[config.mk]
export PLATFORM = sky130hd
export DESIGN_NAME = acq_event_status
export DESIGN_NICKNAME = d
export VERILOG_FILES = /design/src/rtl/acq_status_pkg.sv /design/src/rtl/acq_sync.sv /design/src/rtl/acq_rise_det.sv /design/src/rtl/acq_sticky.sv /design/src/rtl/acq_trig_flag.sv /design/src/rtl/acq_event_status.sv
export SDC_FILE = /design/constraint.sdc
export NUM_CORES = 1
export LEC_CHECK = 0
export ABC_AREA = 0
export BUFFER_PORTS_ARGS = -buffer_cell sky130_fd_sc_hd__buf_2
export CORE_MARGIN = 5
export CORE_UTILIZATION = 48
export DETAILED_ROUTE_END_ITERATION = 12
export GPL_ROUTABILITY_DRIVEN = 0
export PLACE_DENSITY = 0.8
export SYNTH_ARGS = -nofsm -noshare
export SYNTH_HDL_FRONTEND = slang
export SYNTH_HIERARCHICAL = 1
export SYNTH_SLANG_ARGS = --single-unit
[constraint.sdc]
create_clock -name clk_i -period 2.43 [get_ports clk_i]
set_input_delay 0.3645 -clock clk_i [delete_from_list [all_inputs] [get_ports clk_i]]
set_output_delay 0.3645 -clock clk_i [all_outputs]
set_load 0.005 [all_outputs]
[src/rtl/acq_status_pkg.sv]
package acq_status_pkg;
  localparam int unsigned STAT_W = 8;
  localparam int unsigned CTRL_W = 8;
  localparam int unsigned NUM_EVT = 4;

  // status bit positions
  localparam int unsigned ST_EMPTY  = 0;
  localparam int unsigned ST_AFULL  = 1;
  localparam int unsigned ST_LOST   = 2;
  localparam int unsigned ST_CONV   = 3;
  localparam int unsigned ST_OVF    = 4;
  localparam int unsigned ST_DA     = 5;
  localparam int unsigned ST_TRIG   = 6;
  localparam int unsigned ST_RUN    = 7;

  // control bit positions; clear bits contiguous in latch order
  localparam int unsigned CTL_CLR_LO  = 2;
  localparam int unsigned CTL_CLR_HI  = CTL_CLR_LO + NUM_EVT - 1;
  localparam int unsigned CTL_PRETRIG = 6;

  typedef enum logic [1:0] {
    EVT_LOST  = 2'd0,
    EVT_EOS   = 2'd1,
    EVT_AFULL = 2'd2,
    EVT_OVF   = 2'd3
  } evt_e;
endpackage

[src/rtl/acq_sync.sv]
module acq_sync #(
  parameter int unsigned WIDTH  = 1,
  parameter int unsigned STAGES = 2
) (
  input  logic             clk_i,
  input  logic             rst_ni,
  input  logic [WIDTH-1:0] d_i,
  output logic [WIDTH-1:0] q_o
);
  if (STAGES == 0) begin : g_pass
    assign q_o = d_i;
  end else begin : g_chain
    logic [STAGES-1:0][WIDTH-1:0] chain_q;
    always_ff @(posedge clk_i or negedge rst_ni) begin
      if (!rst_ni) begin
        chain_q <= '0;
      end else begin
        chain_q[0] <= d_i;
        for (int k = 1; k < int'(STAGES); k++) chain_q[k] <= chain_q[k-1];
      end
    end
    assign q_o = chain_q[STAGES-1];
  end
endmodule

[src/rtl/acq_rise_det.sv]
module acq_rise_det #(
  parameter int unsigned STAGES = 0
) (
  input  logic clk_i,
  input  logic rst_ni,
  input  logic lvl_i,
  output logic rise_o
);
  logic lvl_s, lvl_prev_q;

  acq_sync #(.WIDTH(1), .STAGES(STAGES)) i_sync (
    .clk_i (clk_i),
    .rst_ni(rst_ni),
    .d_i   (lvl_i),
    .q_o   (lvl_s)
  );

  always_ff @(posedge clk_i or negedge rst_ni) begin
    if (!rst_ni) lvl_prev_q <= 1'b0;
    else         lvl_prev_q <= lvl_s;
  end

  assign rise_o = lvl_s & ~lvl_prev_q;
endmodule

[src/rtl/acq_sticky.sv]
module acq_sticky (
  input  logic clk_i,
  input  logic rst_ni,
  input  logic set_i,
  input  logic clr_i,
  output logic q_o
);
  logic q_q;
  // set has priority over clear
  always_ff @(posedge clk_i or negedge rst_ni) begin
    if (!rst_ni) q_q <= 1'b0;
    else         q_q <= set_i | (q_q & ~clr_i);
  end
  assign q_o = q_q;
endmodule

[src/rtl/acq_trig_flag.sv]
module acq_trig_flag (
  input  logic clk_i,
  input  logic rst_ni,
  input  logic en_i,
  input  logic trig_i,
  input  logic stop_i,
  output logic flag_o
);
  logic flag_q, flag_d;

  always_comb begin
    flag_d = flag_q;
    if (!en_i || stop_i) flag_d = 1'b0;
    else if (trig_i)     flag_d = 1'b1;
  end

  always_ff @(posedge clk_i or negedge rst_ni) begin
    if (!rst_ni) flag_q <= 1'b0;
    else         flag_q <= flag_d;
  end

  assign flag_o = flag_q & en_i;
endmodule

[src/rtl/acq_event_status.sv]
module acq_event_status
  import acq_status_pkg::*;
#(
  parameter int unsigned TMR_SYNC  = 2,
  parameter int unsigned TRIG_SYNC = 2
) (
  input  logic              clk_i,
  input  logic              rst_ni,
  input  logic              fifo_empty_i,
  input  logic              fifo_afull_i,
  input  logic              data_lost_i,
  input  logic              eos_i,
  input  logic              tmr_final_i,
  input  logic              tmr_clk_i,
  input  logic              da_busy_i,
  input  logic              ext_trig_i,
  input  logic              ad_stop_i,
  input  logic              ad_run_i,
  input  logic              ctrl_we_i,
  input  logic [CTRL_W-1:0] ctrl_wdata_i,
  output logic [STAT_W-1:0] status_o
);
  logic [NUM_EVT-1:0] ev_lvl, ev_rise, ev_set, ev_clr, ev_q;
  logic tmr_rise, trig_rise, stop_rise;
  logic pretrig_q, trig_flag;

  assign ev_lvl = {1'b0, fifo_afull_i, eos_i, data_lost_i};

  // synchronous event sources: plain edge detect
  for (genvar e = 0; e < int'(NUM_EVT) - 1; e++) begin : g_evt_det
    acq_rise_det #(.STAGES(0)) i_det (
      .clk_i (clk_i),
      .rst_ni(rst_ni),
      .lvl_i (ev_lvl[e]),
      .rise_o(ev_rise[e])
    );
  end

  acq_rise_det #(.STAGES(TMR_SYNC)) i_tmr_det (
    .clk_i (clk_i),
    .rst_ni(rst_ni),
    .lvl_i (tmr_clk_i),
    .rise_o(tmr_rise)
  );
  assign ev_rise[EVT_OVF] = tmr_rise & tmr_final_i;

  assign ev_set = ev_rise;
  assign ev_clr = {NUM_EVT{ctrl_we_i}} & ~ctrl_wdata_i[CTL_CLR_HI:CTL_CLR_LO];

  for (genvar e = 0; e < int'(NUM_EVT); e++) begin : g_latch
    acq_sticky i_latch (
      .clk_i (clk_i),
      .rst_ni(rst_ni),
      .set_i (ev_set[e]),
      .clr_i (ev_clr[e]),
      .q_o   (ev_q[e])
    );
  end

  always_ff @(posedge clk_i or negedge rst_ni) begin
    if (!rst_ni)        pretrig_q <= 1'b0;
    else if (ctrl_we_i) pretrig_q <= ctrl_wdata_i[CTL_PRETRIG];
  end

  acq_rise_det #(.STAGES(TRIG_SYNC)) i_trig_det (
    .clk_i (clk_i),
    .rst_ni(rst_ni),
    .lvl_i (ext_trig_i),
    .rise_o(trig_rise)
  );

  acq_rise_det #(.STAGES(0)) i_stop_det (
    .clk_i (clk_i),
    .rst_ni(rst_ni),
    .lvl_i (ad_stop_i),
    .rise_o(stop_rise)
  );

  acq_trig_flag i_trig (
    .clk_i (clk_i),
    .rst_ni(rst_ni),
    .en_i  (pretrig_q),
    .trig_i(trig_rise),
    .stop_i(stop_rise),
    .flag_o(trig_flag)
  );

  logic unused_ctrl;
  assign unused_ctrl = ^{ctrl_wdata_i[CTRL_W-1], ctrl_wdata_i[CTL_CLR_LO-1:0], ev_lvl[EVT_OVF]};

  always_comb begin
    status_o           = '0;
    status_o[ST_EMPTY] = fifo_empty_i;
    status_o[ST_AFULL] = fifo_afull_i;
    status_o[ST_LOST]  = ev_q[EVT_LOST];
    status_o[ST_CONV]  = ev_q[EVT_EOS] | ev_q[EVT_AFULL];
    status_o[ST_OVF]   = ev_q[EVT_OVF];
    status_o[ST_DA]    = da_busy_i;
    status_o[ST_TRIG]  = trig_flag;
    status_o[ST_RUN]   = ad_run_i;
  end
endmodule

==> results of run 1 <==
## worst min-delay path by stage
stage                                      endpoint  slack [ps]  depth (start not counted)        from
6_report       i_trig_det/i_sync/g_chain.chain_q[0]         190                          1  ext_trig_i
4_1_cts         i_tmr_det/i_sync/g_chain.chain_q[0]         180                          1   tmr_clk_i
5_1_grt         i_tmr_det/i_sync/g_chain.chain_q[0]         180                          1   tmr_clk_i
3_5_place_dp                  i_trig_det/i_sync/q_o         290                          1      rst_ni
3_3_place_gp   i_trig_det/i_sync/g_chain.chain_q[0]         280                          1      rst_ni
2_1_floorplan         g_evt_det[0].i_det/lvl_prev_q          70                          0      rst_ni
## worst max-delay path, delay by kind of cell, from the launching register on
family | cells | cell delay [ps]
simple gates | 1 | 220
flops | 1 | 380
buf+inv | 1 | 120
## what timing repair did
item                      in CTS  in global routing
resized for setup              0                  0
hold endpoints to repair      16                  0
hold buffers                   1                  0
## power breakdown
group,internal [mW],leakage [nW],switching (mW)
Clock,0.0910,0.0210,0.0750
Combinational,0.0339,0.191,0.0205
Sequential,0.285,0.188,0.0101
## state kept, by name (all words and copies together), names as in the netlist
signal	cells
i_tmr_det/i_sync/g_chain.chain_q	1
i_tmr_det/lvl_prev_q	1
i_stop_det/lvl_prev_q	1
i_trig_det/i_sync/q_o	1
pretrig_q	1
i_tmr_det/i_sync/q_o	1
i_trig_det/lvl_prev_q	1
i_trig_det/i_sync/g_chain.chain_q	1
g_latch.i_latch/q_o	4
i_trig/flag_q	1
g_evt_det.i_det/lvl_prev_q	3
## cell usage in the layout, fill, tap and decap left out
cell type      count
a21o_1             4
and2_1             1
and2_2             1
buf_2             19
clkbuf_4           3
clkbuf_8           1
dfrtp_1           16
dlygate4sd3_1      1
inv_1              4
mux2_4             1
nor2_1             1
nor2b_1            4
nor2b_4            6
nor3b_2            1
or2_1              1
## cell usage after synthesis
library cell / count / share of area
a21o_1: 4 / 0.044
and2_1: 1 / 0.0091
and2_2: 1 / 0.011
buf_4: 11 / 0.12
dfrtp_1: 16 / 0.58
inv_1: 4 / 0.022
mux2_4: 1 / 0.022
nor2_1: 1 / 0.0055
nor2b_1: 4 / 0.036
nor2b_4: 6 / 0.12
nor3b_2: 1 / 0.018
or2_1: 1 / 0.0091
## cell families after synthesis
logic type | Yosys count | share of synthesized area
flip-flops | 16 | 0.583
AND/OR/NAND/NOR | 15 | 0.209
buffers and inverters | 15 | 0.142
AO/OA/AOI/OAI | 4 | 0.0437
multiplexers | 1 | 0.0219
## cell type report
class	count	area (um^2)	area share
clock buffer	4	36.3	0.0475
inverter	4	15.0	0.0196
multi-input combinational	20	189	0.247
sequential	16	400	0.524
tap	15	18.8	0.0245
timing repair buffer	20	105	0.137
## routing by layer
layer | vias up | global-route usage | wire [um]
met5 | - | 0 | 0
met4 | 0 | 0.0806 | 22
met3 | 2 | 0.0376 | 91
met2 | 16 | 0.129 | 373
met1 | 147 | 0.122 | 429
li1 | 174 | - | -
## per-stage QoR
stage / area, um^2 / instances / hold slack (ps) / power (mW)
final: 764 / 79 / 190 / 0.516
after CTS: 764 / 79 / 180 / 0.524
after detailed placement: 718 / 74 / 288 / 0.355
after floorplan: 687 / 51 / 68.9 / 0.343
after global routing: 764 / 79 / 176 / 0.542
after global placement: 718 / 74 / 284 / 0.352
==> flow_summary.ini, run 1 <==
[run_status]
outcome = finished, final reports clean

[floorplanning]
initial_utilization = 0.515
rows = 13
io_pins = 29
die_area_um2 = 2290
die_h_um = 47.8
core_area_um2 = 1330
die_w_um = 47.8

[logic_synthesis]
synth_seq_cells = 16
synth_cells = 51
synth.distinct_cells = 12
synth-seq-area-share = 0.583
avgSynthCellArea_um2 = 13.5
synth_area_um2 = 687
yosys_warnings = 6
synth_fp_nets = 72

[detailed_routing]
drtIter0Drc = 0
viasPerCell = 4.29
drtPass1Iterations = 1
vias = 339
wire_per_inst_um = 11.6
wl_um = 917
drc = 0
ant_nets = 0

[sta]
finalClockSkew_ps = 1.61
setup_viol = 0
fmax_ghz = 0.735
rsz0062_at_grt = false
finalHoldViolCount = 0
period_share = 0.560
maxSlewViolCount = 0
fin_tns_setup_ps = 0
fin_crit_ps = 1360
slew_headroom = 0.769
max_slew.worst_pin.slew_ps = 347
setup_ws_ps = 1070

[critical_path]
slowest_stage = dfrtp_1
criticalPathCategory = flip-flop to primary output
cp_max_fo = 2
slowest_delay_ps = 380
end_kind = primary output
r2r_cells = 3
reg2reg_slack_ps = 1530
endpoint = status_o[3]
crit_start = g_latch[2].i_latch/q_o
worstPathCellList = or2_1 -> buf_2
required_ps = 2070
start_kind = flip-flop
rr_startpoint = i_tmr_det/i_sync/q_o
reg2reg_to = g_latch[3].i_latch/q_o
cp.arrival_ps = 1000

[power]
p_leak_nw = 0.400
power_density_nw_per_um2 = 674
irDropWorstVdd_uv = 352

[clocking]
numCtsBuffers = 3
cts_buffer_depth = 2
htree_num_levels = 1
post_cts_buffers = 0
insertion_delay_ps = 270
root_buffer = clkbuf_4
cts.clk_slew.worst_paths_ps = 90
cts_tree = yes
clock_sinks = 16

[grt]
grt_pass1_vias = 313
antenna_found_initial = 0
grt_max_degree = 17
grt_overflow = 0
grt_pass1_wl_um = 1400
grtUsageTotal = 0.0969

[final_layout]
nFillCells = 116
num-nets-final = 86
final_core_util = 0.573
syn_to_final_growth_pct = 11.3
drive_gt1_frac = 0.500
antenna_cells = 0

[flow_run]
cap_violations = 0

[worst_hold_path]
hold_class = primary input to flip-flop

[placed_design]
io_buffers = 19
dp_slack_ps = 1370
Note: power is estimated with default switching activity, not from simulation.
==> run 2: changes to the inputs <==
--- a/config.mk
+++ b/config.mk
@@ -8,10 +8,10 @@
 export ABC_AREA = 0
 export BUFFER_PORTS_ARGS = -buffer_cell sky130_fd_sc_hd__buf_2
 export CORE_MARGIN = 5
-export CORE_UTILIZATION = 48
+export CORE_UTILIZATION = 40
 export DETAILED_ROUTE_END_ITERATION = 12
 export GPL_ROUTABILITY_DRIVEN = 0
-export PLACE_DENSITY = 0.8
+export PLACE_DENSITY = 0.71
 export SYNTH_ARGS = -nofsm -noshare
 export SYNTH_HDL_FRONTEND = slang
 export SYNTH_HIERARCHICAL = 1
==> constraint.sdc (replaced) <==
create_clock -name clk_i -period 1.1 [get_ports clk_i]
set_input_delay 0.165 -clock clk_i [delete_from_list [all_inputs] [get_ports clk_i]]
set_output_delay 0.165 -clock clk_i [all_outputs]
set_load 0.005 [all_outputs]
==> run 2 against run 1 <==
  * The run now ends with negative setup slack left
  * Routed wire length increased by 7.9%
  * Non-clock buffer count up 7
  * Combinational power grew to 2.8 times the previous value
  * Clock power up 69%
  * Hold slack worse by 170 ps
  * Global-route usage shrank 0.52 points
  * First-iteration DRC count up 1
  * Sequential share of layout area down 3.7 points
  * Sequential power increased by 120%
  * Cell area increased by 7.7%
  * Clock-buffer cell count down 1
  * Critical path depth stayed put
  * Critical path type unchanged
  * Critical endpoint unchanged
==> flow_summary.ini, run 2 (synthesized netlist as in run 1, its figures left out) <==
[run_status]
outcome = complete, but fails checks
failed_checks = negative setup slack

[final_layout]
final_common_cell = buf_2
mostFrequentLayoutCells = buf_2, dfrtp_1, nor2b_4
drive_gt1_frac = 0.486
nFillCells = 156
fin_area_um2 = 823
seq_area_um2 = 400
final_core_util = 0.493
syn_to_final_growth_pct = 19.9
num-nets-final = 93
antenna_cells = 0
multiInputGateArea_um2 = 190
largest_register_ffs = 4

[detailed_routing]
viasPerCell = 4.18
wire_per_inst_um = 11.4
wl_met1_um = 383
drtIter0Drc = 1
drc = 0
wl_met2_um = 523
wl_um = 989
vias = 364
drtPass1Iterations = 2
ant_nets = 0
highest_layer = met4
dr_wl_met3_um = 76

[clocking]
root_buffer = clkbuf_4
insertion_delay_ps = 270
numCtsBuffers = 3
clock_sinks = 16
cts_buffer_depth = 2
cts_tree = yes
cts.clk_slew.worst_paths_ps = 80
htree_num_levels = 1

[sta]
period_share = 1.05
setup_viol = 1
max_slew.worst_pin.slew_ps = 338
setup_ws_ps = -55.1
fmax_ghz = 0.866
fin_crit_ps = 1160
fin_tns_setup_ps = -55.1
finalHoldViolCount = 0
rsz0062_at_grt = true
maxSlewViolCount = 0
slew_headroom = 0.774
finalClockSkew_ps = 3.05

[grt]
grtUsageTotal = 0.0917
grt_pass1_wl_um = 1750
grt_max_degree = 17
antenna_found_initial = 0
grt_pass1_vias = 428
grt_overflow = 0

[critical_path]
required_ps = 940
end_kind = primary output
start_kind = flip-flop
cp_max_fo = 2
criticalPathCategory = flip-flop to primary output
cp.arrival_ps = 990

[power]
p_leak_nw = 0.425
power_mw = 1.08
irDropWorstVdd_uv = 680
power_density_nw_per_um2 = 1320

[floorplanning]
initial_utilization = 0.411
io_pins = 29
rows = 15
die_h_um = 51.4
core_area_um2 = 1670
die_area_um2 = 2650
die_w_um = 51.4

[flow_run]
cap_violations = 0

[placed_design]
placed_cell_area_um2 = 721
io_buffers = 19

[worst_hold_path]
hold_class = primary input to flip-flop
run 2: cell types whose count changed in the layout (fill, tap and decap cells not counted), sizes merged:
| cell | previous run | this run |
|---|---|---|
| buf | 19 | 22 |
| clkbuf | 4 | 3 |
| dlygate4sd3 | 1 | 5 |
run 2: path summary, 6_finish.rpt:
path / from / to / slack, ps / cells past startpoint
worst max-delay path: g_latch[2].i_latch/q_o / status_o[3] / -60 / 2
worst min-delay path: fifo_afull_i / g_evt_det[2].i_det/lvl_prev_q / 20 / 1
worst max register to register: i_tmr_det/i_sync/q_o / g_latch[3].i_latch/q_o / 190 / 3
worst min register to register: i_trig_det/i_sync/g_chain.chain_q[0] / i_trig_det/i_sync/q_o / 360 / 0
max in group asynchronous: rst_ni / i_trig_det/i_sync/g_chain.chain_q[0] / 520 / 2
min in group asynchronous: rst_ni / g_latch[0].i_latch/q_o / 330 / 2
run 2: critical path, cell delays in order, from the launching register on:
cell,delay (ps)
dfrtp_1,380
or2_1,220
buf_2,120
run 2: metal layers:
layer | vias up | global-route usage
met5 | - | 0
met4 | 0 | 0.0524
met3 | 2 | 0.0350
met2 | 12 | 0.148
met1 | 165 | 0.102
li1 | 185 | -
run 2: final cells by class:
class | instances | area share
sequential | 16 | 0.486
multi-input combinational | 20 | 0.231
timing repair buffer | 27 | 0.211
clock buffer | 3 | 0.0274
tap | 17 | 0.0258
inverter | 4 | 0.0182
run 2: through the flow:
step / std cells / setup slack [ps] / hold WS (ps)
3_3_place_gp: 76 / 222 / 85.5
2_1_floorplan: 51 / 244 / -131
4_1_cts: 85 / -75.5 / 0.0492
5_1_grt: 87 / -112 / 5.64
3_5_place_dp: 76 / 197 / 94.2
6_report: 87 / -55.1 / 17.8
run 2: where the power goes:
part	leakage, nW	switching [mW]	total [mW]	internal [mW]
combinational	0.224	0.0507	0.152	0.101
clock	0.0138	0.153	0.280	0.127
sequential	0.188	0.0228	0.653	0.630
total	0.425	0.227	1.08	0.857
run 2: what timing repair did:
| action | 4_1_cts | 5_1_grt |
|---|---|---|
| hold buffers | 4 | 1 |
| hold endpoints to repair | 19 | 1 |
| gates resized for setup | 2 | 0 |
| buffers inserted | 2 | 1 |
| setup endpoints to repair | 2 | 2 |
| pin swaps | 1 | 1 |
